### config.mk
export PLATFORM = sky130hd
export DESIGN_NAME = addr_win_decoder
export DESIGN_NICKNAME = d
export VERILOG_FILES = /design/src/rtl/addr_win_pkg.sv /design/src/rtl/addr_win_regs.sv /design/src/rtl/addr_win_match.sv /design/src/rtl/addr_win_select.sv /design/src/rtl/addr_win_decoder.sv
export SDC_FILE = /design/constraint.sdc
export NUM_CORES = 1
export LEC_CHECK = 0
export BUFFER_PORTS_ARGS = -buffer_cell sky130_fd_sc_hd__buf_2
export CAP_MARGIN = 40
export CORE_ASPECT_RATIO = 1.75
export CORE_UTILIZATION = 31
export CTS_BUF_LIST = sky130_fd_sc_hd__clkbuf_8
export DETAILED_ROUTE_END_ITERATION = 8
export GPL_ROUTABILITY_DRIVEN = 0
export PLACE_DENSITY = 0.49
export SETUP_SLACK_MARGIN = 0.1
export SYNTH_ARGS = -nofsm -noshare
export SYNTH_HDL_FRONTEND = slang
export SYNTH_SLANG_ARGS = --single-unit
### constraint.sdc
create_clock -name clk -period 3.4 [get_ports clk]
set_clock_uncertainty 0.15 [all_clocks]
set_input_delay 0.34 -clock clk [delete_from_list [all_inputs] [get_ports clk]]
set_output_delay 0.34 -clock clk [all_outputs]
set_load 0.05 [all_outputs]
### src/rtl/addr_win_pkg.sv
package addr_win_pkg;

    localparam int TGT_W = 4;
    localparam int SEL_W = 2;

    typedef enum logic [SEL_W-1:0] {
        SEL_CTRL  = 2'd0,
        SEL_BASE  = 2'd1,
        SEL_SIZE  = 2'd2,
        SEL_REMAP = 2'd3
    } reg_sel_e;

    typedef enum logic [TGT_W-1:0] {
        TGT_DRAM       = 4'd0,
        TGT_INT_REGS   = 4'd1,
        TGT_PCIE       = 4'd2,
        TGT_PCIE_LINK  = 4'd3,
        TGT_BOOT_ROM   = 4'd4,
        TGT_EXT_LINK   = 4'd5,
        TGT_SEC_RAM    = 4'd7,
        TGT_COH_REGS   = 4'd8
    } target_e;

    // register data must carry a full field and the control layout
    function automatic int data_width(int field_w);
        return (field_w > TGT_W + 1) ? field_w : TGT_W + 1;
    endfunction

endpackage

### src/rtl/addr_win_regs.sv
module addr_win_regs
    import addr_win_pkg::*;
#(
    parameter int NUM_WIN = 5,
    parameter int FIELD_W = 16,
    parameter logic [FIELD_W-1:0] RST_SIZE = '1,
    localparam int IDX_W  = $clog2(NUM_WIN),
    localparam int RA_W   = IDX_W + SEL_W,
    localparam int DATA_W = data_width(FIELD_W)
) (
    input  logic                              clk,
    input  logic                              rst,
    input  logic                              wr_en,
    input  logic [RA_W-1:0]                   wr_addr,
    input  logic [DATA_W-1:0]                 wr_data,
    input  logic [RA_W-1:0]                   rd_addr,
    output logic [DATA_W-1:0]                 rd_data,
    output logic [NUM_WIN-1:0]                win_en,
    output logic [NUM_WIN-1:0][TGT_W-1:0]     win_tgt,
    output logic [NUM_WIN-1:0][FIELD_W-1:0]   win_base,
    output logic [NUM_WIN-1:0][FIELD_W-1:0]   win_size,
    output logic [NUM_WIN-1:0][FIELD_W-1:0]   win_remap
);

    typedef struct packed {
        logic               en;
        logic [TGT_W-1:0]   tgt;
        logic [FIELD_W-1:0] base;
        logic [FIELD_W-1:0] size;
        logic [FIELD_W-1:0] remap;
    } win_cfg_t;

    win_cfg_t cfg_q [NUM_WIN];

    logic [IDX_W-1:0] wr_idx;
    logic [IDX_W-1:0] rd_idx;
    reg_sel_e         wr_sel;
    reg_sel_e         rd_sel;

    assign wr_idx = wr_addr[RA_W-1:SEL_W];
    assign rd_idx = rd_addr[RA_W-1:SEL_W];
    assign wr_sel = reg_sel_e'(wr_addr[SEL_W-1:0]);
    assign rd_sel = reg_sel_e'(rd_addr[SEL_W-1:0]);

    for (genvar w = 0; w < NUM_WIN; w++) begin : g_win
        always_ff @(posedge clk) begin
            if (rst) begin
                cfg_q[w].en    <= (w == 0);
                cfg_q[w].tgt   <= '0;
                cfg_q[w].base  <= '0;
                cfg_q[w].size  <= (w == 0) ? RST_SIZE : '0;
                cfg_q[w].remap <= '0;
            end else if (wr_en && (wr_idx == IDX_W'(w))) begin
                case (wr_sel)
                    SEL_CTRL: begin
                        cfg_q[w].en  <= wr_data[0];
                        cfg_q[w].tgt <= wr_data[TGT_W:1];
                    end
                    SEL_BASE:  cfg_q[w].base  <= wr_data[FIELD_W-1:0];
                    SEL_SIZE:  cfg_q[w].size  <= wr_data[FIELD_W-1:0];
                    default:   cfg_q[w].remap <= wr_data[FIELD_W-1:0];
                endcase
            end
        end

        assign win_en[w]    = cfg_q[w].en;
        assign win_tgt[w]   = cfg_q[w].tgt;
        assign win_base[w]  = cfg_q[w].base;
        assign win_size[w]  = cfg_q[w].size;
        assign win_remap[w] = cfg_q[w].remap;
    end

    // indices past the last window fall through to zero
    always_comb begin
        rd_data = '0;
        for (int w = 0; w < NUM_WIN; w++) begin
            if (rd_idx == IDX_W'(w)) begin
                case (rd_sel)
                    SEL_CTRL:  rd_data = DATA_W'({cfg_q[w].tgt, cfg_q[w].en});
                    SEL_BASE:  rd_data = DATA_W'(cfg_q[w].base);
                    SEL_SIZE:  rd_data = DATA_W'(cfg_q[w].size);
                    default:   rd_data = DATA_W'(cfg_q[w].remap);
                endcase
            end
        end
    end

endmodule

### src/rtl/addr_win_match.sv
module addr_win_match #(
    parameter int UPPER_W = 24,
    parameter int FIELD_W = 16
) (
    input  logic               en,
    input  logic [UPPER_W-1:0] addr_up,
    input  logic [FIELD_W-1:0] base,
    input  logic [FIELD_W-1:0] size,
    input  logic [FIELD_W-1:0] remap,
    output logic               hit,
    output logic [UPPER_W-1:0] xlat_up
);

    logic [UPPER_W-1:0] size_ext;
    logic [UPPER_W-1:0] base_ext;
    logic [UPPER_W-1:0] remap_ext;

    // zero extension makes bits above the field compare against 0
    assign size_ext  = UPPER_W'(size);
    assign base_ext  = UPPER_W'(base);
    assign remap_ext = UPPER_W'(remap);

    assign hit     = en && ((addr_up & ~size_ext) == (base_ext & ~size_ext));
    assign xlat_up = (remap_ext & ~size_ext) | (addr_up & size_ext);

endmodule

### src/rtl/addr_win_select.sv
module addr_win_select
    import addr_win_pkg::*;
#(
    parameter int NUM_WIN = 5,
    parameter int UPPER_W = 24,
    localparam int IDX_W  = $clog2(NUM_WIN)
) (
    input  logic [NUM_WIN-1:0]               hit_vec,
    input  logic [NUM_WIN-1:0][TGT_W-1:0]    tgt_vec,
    input  logic [NUM_WIN-1:0][UPPER_W-1:0]  xlat_vec,
    output logic                             any_hit,
    output logic [IDX_W-1:0]                 win_idx,
    output logic [TGT_W-1:0]                 tgt,
    output logic [UPPER_W-1:0]               xlat_up
);

    // scan downwards so the lowest hitting index is assigned last
    always_comb begin
        win_idx = '0;
        tgt     = '0;
        xlat_up = '0;
        for (int w = NUM_WIN - 1; w >= 0; w--) begin
            if (hit_vec[w]) begin
                win_idx = IDX_W'(w);
                tgt     = tgt_vec[w];
                xlat_up = xlat_vec[w];
            end
        end
    end

    assign any_hit = |hit_vec;

endmodule

### src/rtl/addr_win_decoder.sv
module addr_win_decoder
    import addr_win_pkg::*;
#(
    parameter int NUM_WIN = 5,
    parameter int ADDR_W  = 40,
    parameter int GRAN_W  = 16,
    parameter int FIELD_W = 16,
    parameter logic [FIELD_W-1:0] RST_SIZE = 16'h07FF,
    localparam int IDX_W   = $clog2(NUM_WIN),
    localparam int RA_W    = IDX_W + SEL_W,
    localparam int DATA_W  = data_width(FIELD_W),
    localparam int UPPER_W = ADDR_W - GRAN_W
) (
    input  logic              clk,
    input  logic              rst,
    input  logic              reg_wr_en,
    input  logic [RA_W-1:0]   reg_wr_addr,
    input  logic [DATA_W-1:0] reg_wr_data,
    input  logic [RA_W-1:0]   reg_rd_addr,
    output logic [DATA_W-1:0] reg_rd_data,
    input  logic [ADDR_W-1:0] req_addr,
    output logic              dec_hit,
    output logic [IDX_W-1:0]  dec_win,
    output logic [TGT_W-1:0]  dec_target,
    output logic [ADDR_W-1:0] dec_addr
);

    logic [NUM_WIN-1:0]               win_en;
    logic [NUM_WIN-1:0][TGT_W-1:0]    win_tgt;
    logic [NUM_WIN-1:0][FIELD_W-1:0]  win_base;
    logic [NUM_WIN-1:0][FIELD_W-1:0]  win_size;
    logic [NUM_WIN-1:0][FIELD_W-1:0]  win_remap;
    logic [NUM_WIN-1:0]               hit_vec;
    logic [NUM_WIN-1:0][UPPER_W-1:0]  xlat_vec;
    logic [UPPER_W-1:0]               sel_xlat;
    logic                             any_hit;

    addr_win_regs #(
        .NUM_WIN  (NUM_WIN),
        .FIELD_W  (FIELD_W),
        .RST_SIZE (RST_SIZE)
    ) u_regs (
        .clk       (clk),
        .rst       (rst),
        .wr_en     (reg_wr_en),
        .wr_addr   (reg_wr_addr),
        .wr_data   (reg_wr_data),
        .rd_addr   (reg_rd_addr),
        .rd_data   (reg_rd_data),
        .win_en    (win_en),
        .win_tgt   (win_tgt),
        .win_base  (win_base),
        .win_size  (win_size),
        .win_remap (win_remap)
    );

    for (genvar w = 0; w < NUM_WIN; w++) begin : g_match
        addr_win_match #(
            .UPPER_W (UPPER_W),
            .FIELD_W (FIELD_W)
        ) u_match (
            .en      (win_en[w]),
            .addr_up (req_addr[ADDR_W-1:GRAN_W]),
            .base    (win_base[w]),
            .size    (win_size[w]),
            .remap   (win_remap[w]),
            .hit     (hit_vec[w]),
            .xlat_up (xlat_vec[w])
        );
    end

    addr_win_select #(
        .NUM_WIN (NUM_WIN),
        .UPPER_W (UPPER_W)
    ) u_select (
        .hit_vec  (hit_vec),
        .tgt_vec  (win_tgt),
        .xlat_vec (xlat_vec),
        .any_hit  (any_hit),
        .win_idx  (dec_win),
        .tgt      (dec_target),
        .xlat_up  (sel_xlat)
    );

    assign dec_hit  = any_hit;
    assign dec_addr = any_hit ? {sel_xlat, req_addr[GRAN_W-1:0]} : req_addr;

endmodule

==> flow_metrics.tcl, run 1 <==
set metrics [dict create \
    status "finished, violations left" \
    failed_checks "setup timing" \
    cts_htree_levels 2 \
    clock_path_buffers 3 \
    wirelength_um 63500 \
    fillers 5001 \
    cts_root_buf "clkbuf_8" \
    p_total_mw 7.90 \
    cts_sinks 265 \
    area_growth_pct 19.7 \
    post-dp-hpwl_um 48200 \
    grt_first_pass_wirelength_um 89800 \
    synth_edf_count 265 \
    arrival_ns 3.25 \
    maxSlewViolCount 0 \
    worstSetupPathType "flop to output pin" \
    syn_area_um2 15700 \
    critPathRequiredTime_ns 2.91 \
    routedWlPerCell_um 28.8 \
    drv_cap 0 \
    dieArea_um2 51500 \
    cts_tree "done" \
    post_layout_nonfiller_instances 2208 \
    relSlewSlack 0.570 \
    ir_worst_vdd_mv 0.261 \
    firstDrtPassIters 5 \
    ys_seq_area_frac 0.508 \
    powerDensity_nw_per_um2 422 \
    min_period_ns 3.74 \
    antenna_found_initial 2 \
    post-place-ws_ns -0.113 \
    async_flop_share 0 \
    endpoint_kind "output pin" \
    fin_ws_ns -0.336 \
    rows 108 \
    synth_cells 1397 \
    multiInputGateArea_um2 7400 \
    holdBufCountCts 0 \
    vias 12007 \
    grt_max_degree 34 \
    met2_usage 0.482 \
    die_h_um 299 \
    fin_nets 1588 \
    gr-total-overflow 0 \
    hold_violations 0 \
    path_max_fanout 6 \
    final_cell_mix "265 x edfxtp_1, 264 x and2_1, 96 x buf_4, 91 x nor2_1, 76 x a21oi_1" \
    clkTransAtPathRegs_ns 0.07 \
    period_share 1.10 \
    avgSynthCellArea_um2 11.2 \
    max_freq_mhz 268 \
    antenna_left 0 \
    synth_nets 1466 \
    largest_register_ffs 265 \
    worstHoldStart "reg_wr_data[15]" \
    portBuffers 100 \
    drc 0 \
    yosys_warnings 0 \
    drive_gt1_frac 0.267 \
    startpoint_type "flop" \
    setup_viol_count_final 20 \
    drt-initial-drc-count 914 \
    grtUsageTotal 0.250 \
    min_to "u_regs.cfg_q[2][47]" \
    seqCellArea_um2 7960 \
    synth_cell_type_count 54 \
    synth_seq_cells 265 \
    place_inst 2129 \
    top_regs "u_regs.cfg_q: 265 flops" \
    finalSetupTns_ns -4.44 \
    viasPerCell 5.44 \
    p_leak_nw 6.81 \
    ys.flop_type "edfxtp_1" \
    layout_commonest_cell "edfxtp_1" \
    first_global_vias 12618 \
    core_area_um2 49700 \
    rsz0062_at_grt "yes" \
    top_usage_layer "met2" \
    use_met3 0.0232 \
    tightest_slew_ns 0.644 \
    top_register "u_regs.cfg_q" \
    grt.met1_usage 0.256 \
    io_pins 133 \
    die_w_um 172 \
    hold_class "input pin to flop" \
    min_path_cells 2 \
    cts_made_buffers 43 \
    start_util 0.315 \
]
==> timing repair <==
| item | in CTS | in global routing |
|---|---|---|
| pin swaps | 11 | 7 |
| setup buffers | 3 | 2 |
| resized for setup | 90 | 13 |
| endpoints found under the setup margin | 24 | 24 |
==> where the power goes <==
group          internal [mW]  switching, mW  total (mW)  leakage [nW]
registers               3.78          0.169        3.95          2.53
logic                  0.484          0.837        1.32          3.84
clock network           1.30           1.33        2.63         0.434
total                   5.56           2.34        7.90          6.81
==> Yosys cell counts, types with 3 or more instances <==
cell      instances  area share
or2_2             3      0.0012
o22a_1            3      0.0017
buf_4            17      0.0081
inv_1             6      0.0014
nor4_1            5      0.0020
a22oi_1           5      0.0024
o21ai_1          12      0.0038
xnor2_1          80       0.045
o31ai_1           8      0.0038
clkbuf_1         82       0.020
edfxtp_1        265        0.51
a41o_1            4      0.0026
mux2_2           57       0.041
nor3_1            3     0.00096
a211oi_1          3      0.0014
and4_1            4      0.0022
o21ai_0          47       0.015
nand3_1          14      0.0045
nor2b_1          19      0.0076
a21oi_1          80       0.026
and2_1          264        0.11
nand2_1          35      0.0084
a31oi_1           5      0.0020
mux2i_1          70       0.045
o221ai_1          8      0.0045
o21bai_1         11      0.0053
o22ai_1          46       0.018
a211o_1           5      0.0028
nand4_1           4      0.0016
a221oi_1         22       0.012
nor2_1           94       0.023
nand2b_1          5      0.0020
buf_1            10      0.0024
mux4_2           20       0.029
a221o_1          15      0.0096
or3_1            14      0.0056
o21ba_1           3      0.0019
a21o_1            5      0.0024
buf_2            25      0.0080
==> worst max-delay path, stage by stage (launching register included) <==
cell,delay [ns]
edfxtp_1,0.43
xnor2_2,0.23
o22ai_2,0.15
or4_4,0.52
nor4_4,0.22
nor3_2,0.06
buf_4,0.16
a221o_1,0.36
a211oi_2,0.21
o21ba_4,0.19
buf_8,0.15
==> per-layer routing <==
metal	wire length [um]	vias up	part of all wire
met4	4260	2	0.067
met3	2400	164	0.038
met5	13	-	0.00020
met1	21600	6046	0.34
met2	35200	455	0.55
li1	-	5340	-
==> worst max-delay path by stage <==
stage | start | end | cells past startpoint
2_1_floorplan | req_addr[23] | dec_addr[23] | 10
3_3_place_gp | req_addr[37] | dec_addr[24] | 11
3_5_place_dp | req_addr[37] | dec_addr[19] | 11
4_1_cts | u_regs.cfg_q[3][47] | dec_addr[19] | 10
5_1_grt | u_regs.cfg_q[3][40] | dec_addr[29] | 10
6_report | u_regs.cfg_q[3][46] | dec_addr[21] | 10
==> logic make-up (layout without fill, tap and decap cells) <==
group | Yosys count | count (layout) | share of synthesized area
multiplexers | 147 | 147 | 0.114
AND/OR/NAND/NOR | 476 | 476 | 0.173
flip-flops | 265 | 265 | 0.508
AO/OA/AOI/OAI | 288 | 288 | 0.120
buffers and inverters | 141 | 291 | 0.0399
XOR/XNOR | 80 | 80 | 0.0447
other | 0 | 1 | 0
==> metrics by stage <==
stage          hold WS, ns   util  instance area, um2
6_report             0.162  0.377               18800
5_1_grt              0.173  0.377               18800
4_1_cts              0.147  0.376               18700
3_5_place_dp         0.530  0.353               17500
3_3_place_gp         0.530  0.353               17500
2_1_floorplan        0.370      -               15700
==> area by class of cell <==
cell class / count / share of cell area
diodes: 1 / 0.000133
clock buffers: 45 / 0.0330
clock inverters: 28 / 0.00767
inverters: 7 / 0.00140
multi-input cells: 991 / 0.395
flip-flops and latches: 265 / 0.424
well taps: 660 / 0.0440
repair buffers: 211 / 0.0947
No activity file was read; power rests on OpenSTA's default activity.
==> inputs of run 2 (changes only) <==
CORE_MARGIN = 2   (was default)
==> run 2 against run 1 <==
The flow still finishes with violations (setup timing). Largest cell class unchanged. Cell count up 0.54%. Global-route usage down 0.31 points. Sequential cell count unchanged. Clock power down 6%. Final area up 0.30%. Combinational power about the same. Critical endpoint is now dec_addr[17]. Utilization down 0.23 points. Via count up 1.0%.
==> flow_metrics.tcl, run 2 (same netlist as run 1, synthesis figures left out) <==
set metrics [dict create \
    die_w_um 174 \
    min_period_ns 3.80 \
    clock_path_buffers 3 \
    die_h_um 301 \
    multiInputGateArea_um2 7460 \
    final_cell_mix "265 x edfxtp_1, 264 x and2_1, 103 x buf_4, 92 x nor2_1, 76 x a21oi_1" \
    top_usage_layer "met2" \
    seqCellArea_um2 7960 \
    io_pins 133 \
    top_register "u_regs.cfg_q" \
    whs_ns 0.175 \
    crit_start "u_regs.cfg_q[2][46]" \
    met2_usage 0.477 \
    firstDrtPassIters 5 \
    arrival_ns 3.31 \
    cts_root_buf "clkbuf_8" \
    cts_tree "done" \
    antenna_left 0 \
    post-dp-hpwl_um 48500 \
    layout_commonest_cell "edfxtp_1" \
    core_area_um2 50200 \
    dieArea_um2 52400 \
    wirelength_um 65400 \
    antenna_found_initial 2 \
    worstHoldStart "reg_wr_data[14]" \
    cts_made_buffers 41 \
    largest_register_ffs 265 \
    powerDensity_nw_per_um2 413 \
    gr-total-overflow 0 \
    drc 0 \
    drt-initial-drc-count 1078 \
    p_leak_nw 6.82 \
    failed_checks "setup timing" \
    endpoint_kind "output pin" \
    relSlewSlack 0.560 \
    min_to "u_regs.cfg_q[2][30]" \
    grt.met1_usage 0.250 \
    rows 109 \
    vias 12132 \
    p_comb_frac 0.173 \
    maxSlewViolCount 0 \
    p_int_mw 5.41 \
    drive_gt1_frac 0.272 \
    hold_violations 0 \
    critPathRequiredTime_ns 2.91 \
    hold_class "input pin to flop" \
    ir_worst_vdd_mv 0.198 \
    fin_nets 1592 \
    grtUsageTotal 0.247 \
    tightest_slew_ns 0.653 \
    use_met3 0.0234 \
    fillers 5103 \
    pwr-share-clk 0.318 \
    drv_cap 0 \
    fin_ws_ns -0.404 \
    top_regs "u_regs.cfg_q: 265 flops" \
    seq_power_share 0.509 \
    viasPerCell 5.46 \
    final_core_util 0.375 \
    path_max_fanout 6 \
    setup_viol_count_final 20 \
    first_global_vias 12909 \
    cts_htree_levels 2 \
    worstSetupPathType "flop to output pin" \
    min_path_cells 2 \
    clkTransAtPathRegs_ns 0.07 \
    grt_first_pass_wirelength_um 91900 \
    design_area_um2 18800 \
    rsz0062_at_grt "yes" \
    period_share 1.12 \
    start_util 0.312 \
    status "finished, violations left" \
    portBuffers 100 \
    cts_sinks 265 \
    max_freq_mhz 263 \
    power_switching_mw 2.36 \
    placed_area_um2 17500 \
    swShare 0.304 \
    grt_max_degree 38 \
    area_growth_pct 20.1 \
    routedWlPerCell_um 29.5 \
    startpoint_type "flop" \
]
==> run 2: critical path: stages, from the launching register on <==
cell	delay (ns)
edfxtp_1	0.44
xnor2_2	0.21
o22ai_1	0.14
nor4_2	0.28
and4_2	0.34
nor3_4	0.06
buf_12	0.13
clkbuf_4	0.18
a221o_1	0.35
a211oi_1	0.24
o21ba_2	0.21
buf_6	0.15
==> run 2: power groups by stage <==
stage          clock, mW  combinational, mW  sequential [mW]
2_1_floorplan          0              0.792             3.94
3_3_place_gp           0               1.29             4.01
3_5_place_dp           0               1.29             4.02
4_1_cts             2.52               1.33             3.95
5_1_grt             2.63               1.39             3.97
6_report            2.47               1.34             3.95
==> run 2: area by class of cell <==
| cell class | instances | area share |
|---|---|---|
| Timing Repair Buffer | 217 | 0.0969 |
| Inverter | 7 | 0.00140 |
| Antenna cell | 1 | 0.000133 |
| Multi-Input combinational cell | 991 | 0.397 |
| Clock buffer | 41 | 0.0300 |
| Sequential cell | 265 | 0.423 |
| Clock inverter | 32 | 0.00758 |
| Tap cell | 666 | 0.0443 |
==> run 2: worst max path at each step <==
stage | endpoint | slack [ns]
2_1_floorplan | dec_addr[23] | 0.16
3_3_place_gp | dec_addr[24] | -0.06
3_5_place_dp | dec_addr[23] | -0.11
4_1_cts | dec_addr[17] | -0.37
5_1_grt | dec_addr[17] | -0.43
6_report | dec_addr[17] | -0.40
==> run 2: timing repair <==
action                                  4_1_cts  5_1_grt
endpoints found under the hold margin         0        0
pin swaps                                     5       13
hold buffers                                  0        0
buffers inserted                              6        8
endpoints found under the setup margin       24       24
resized for setup                            78       35
==> run 2: metal layers <==
metal,part of all wire,vias to the layer above
li1,-,5351
met1,0.34,6071
met2,0.54,513
met3,0.042,195
met4,0.076,2
met5,0.00017,-
==> run 2: through the flow <==
step	setup slack, ns	setup TNS, ns	total power [mW]	cells
after detailed placement	-0.109	-0.596	5.31	2133
after global placement	-0.0577	-0.236	5.30	2133
after global routing	-0.430	-5.95	7.99	2220
after floorplan	0.158	0	4.73	1397
final	-0.404	-4.55	7.76	2220
after CTS	-0.365	-5.10	7.80	2212
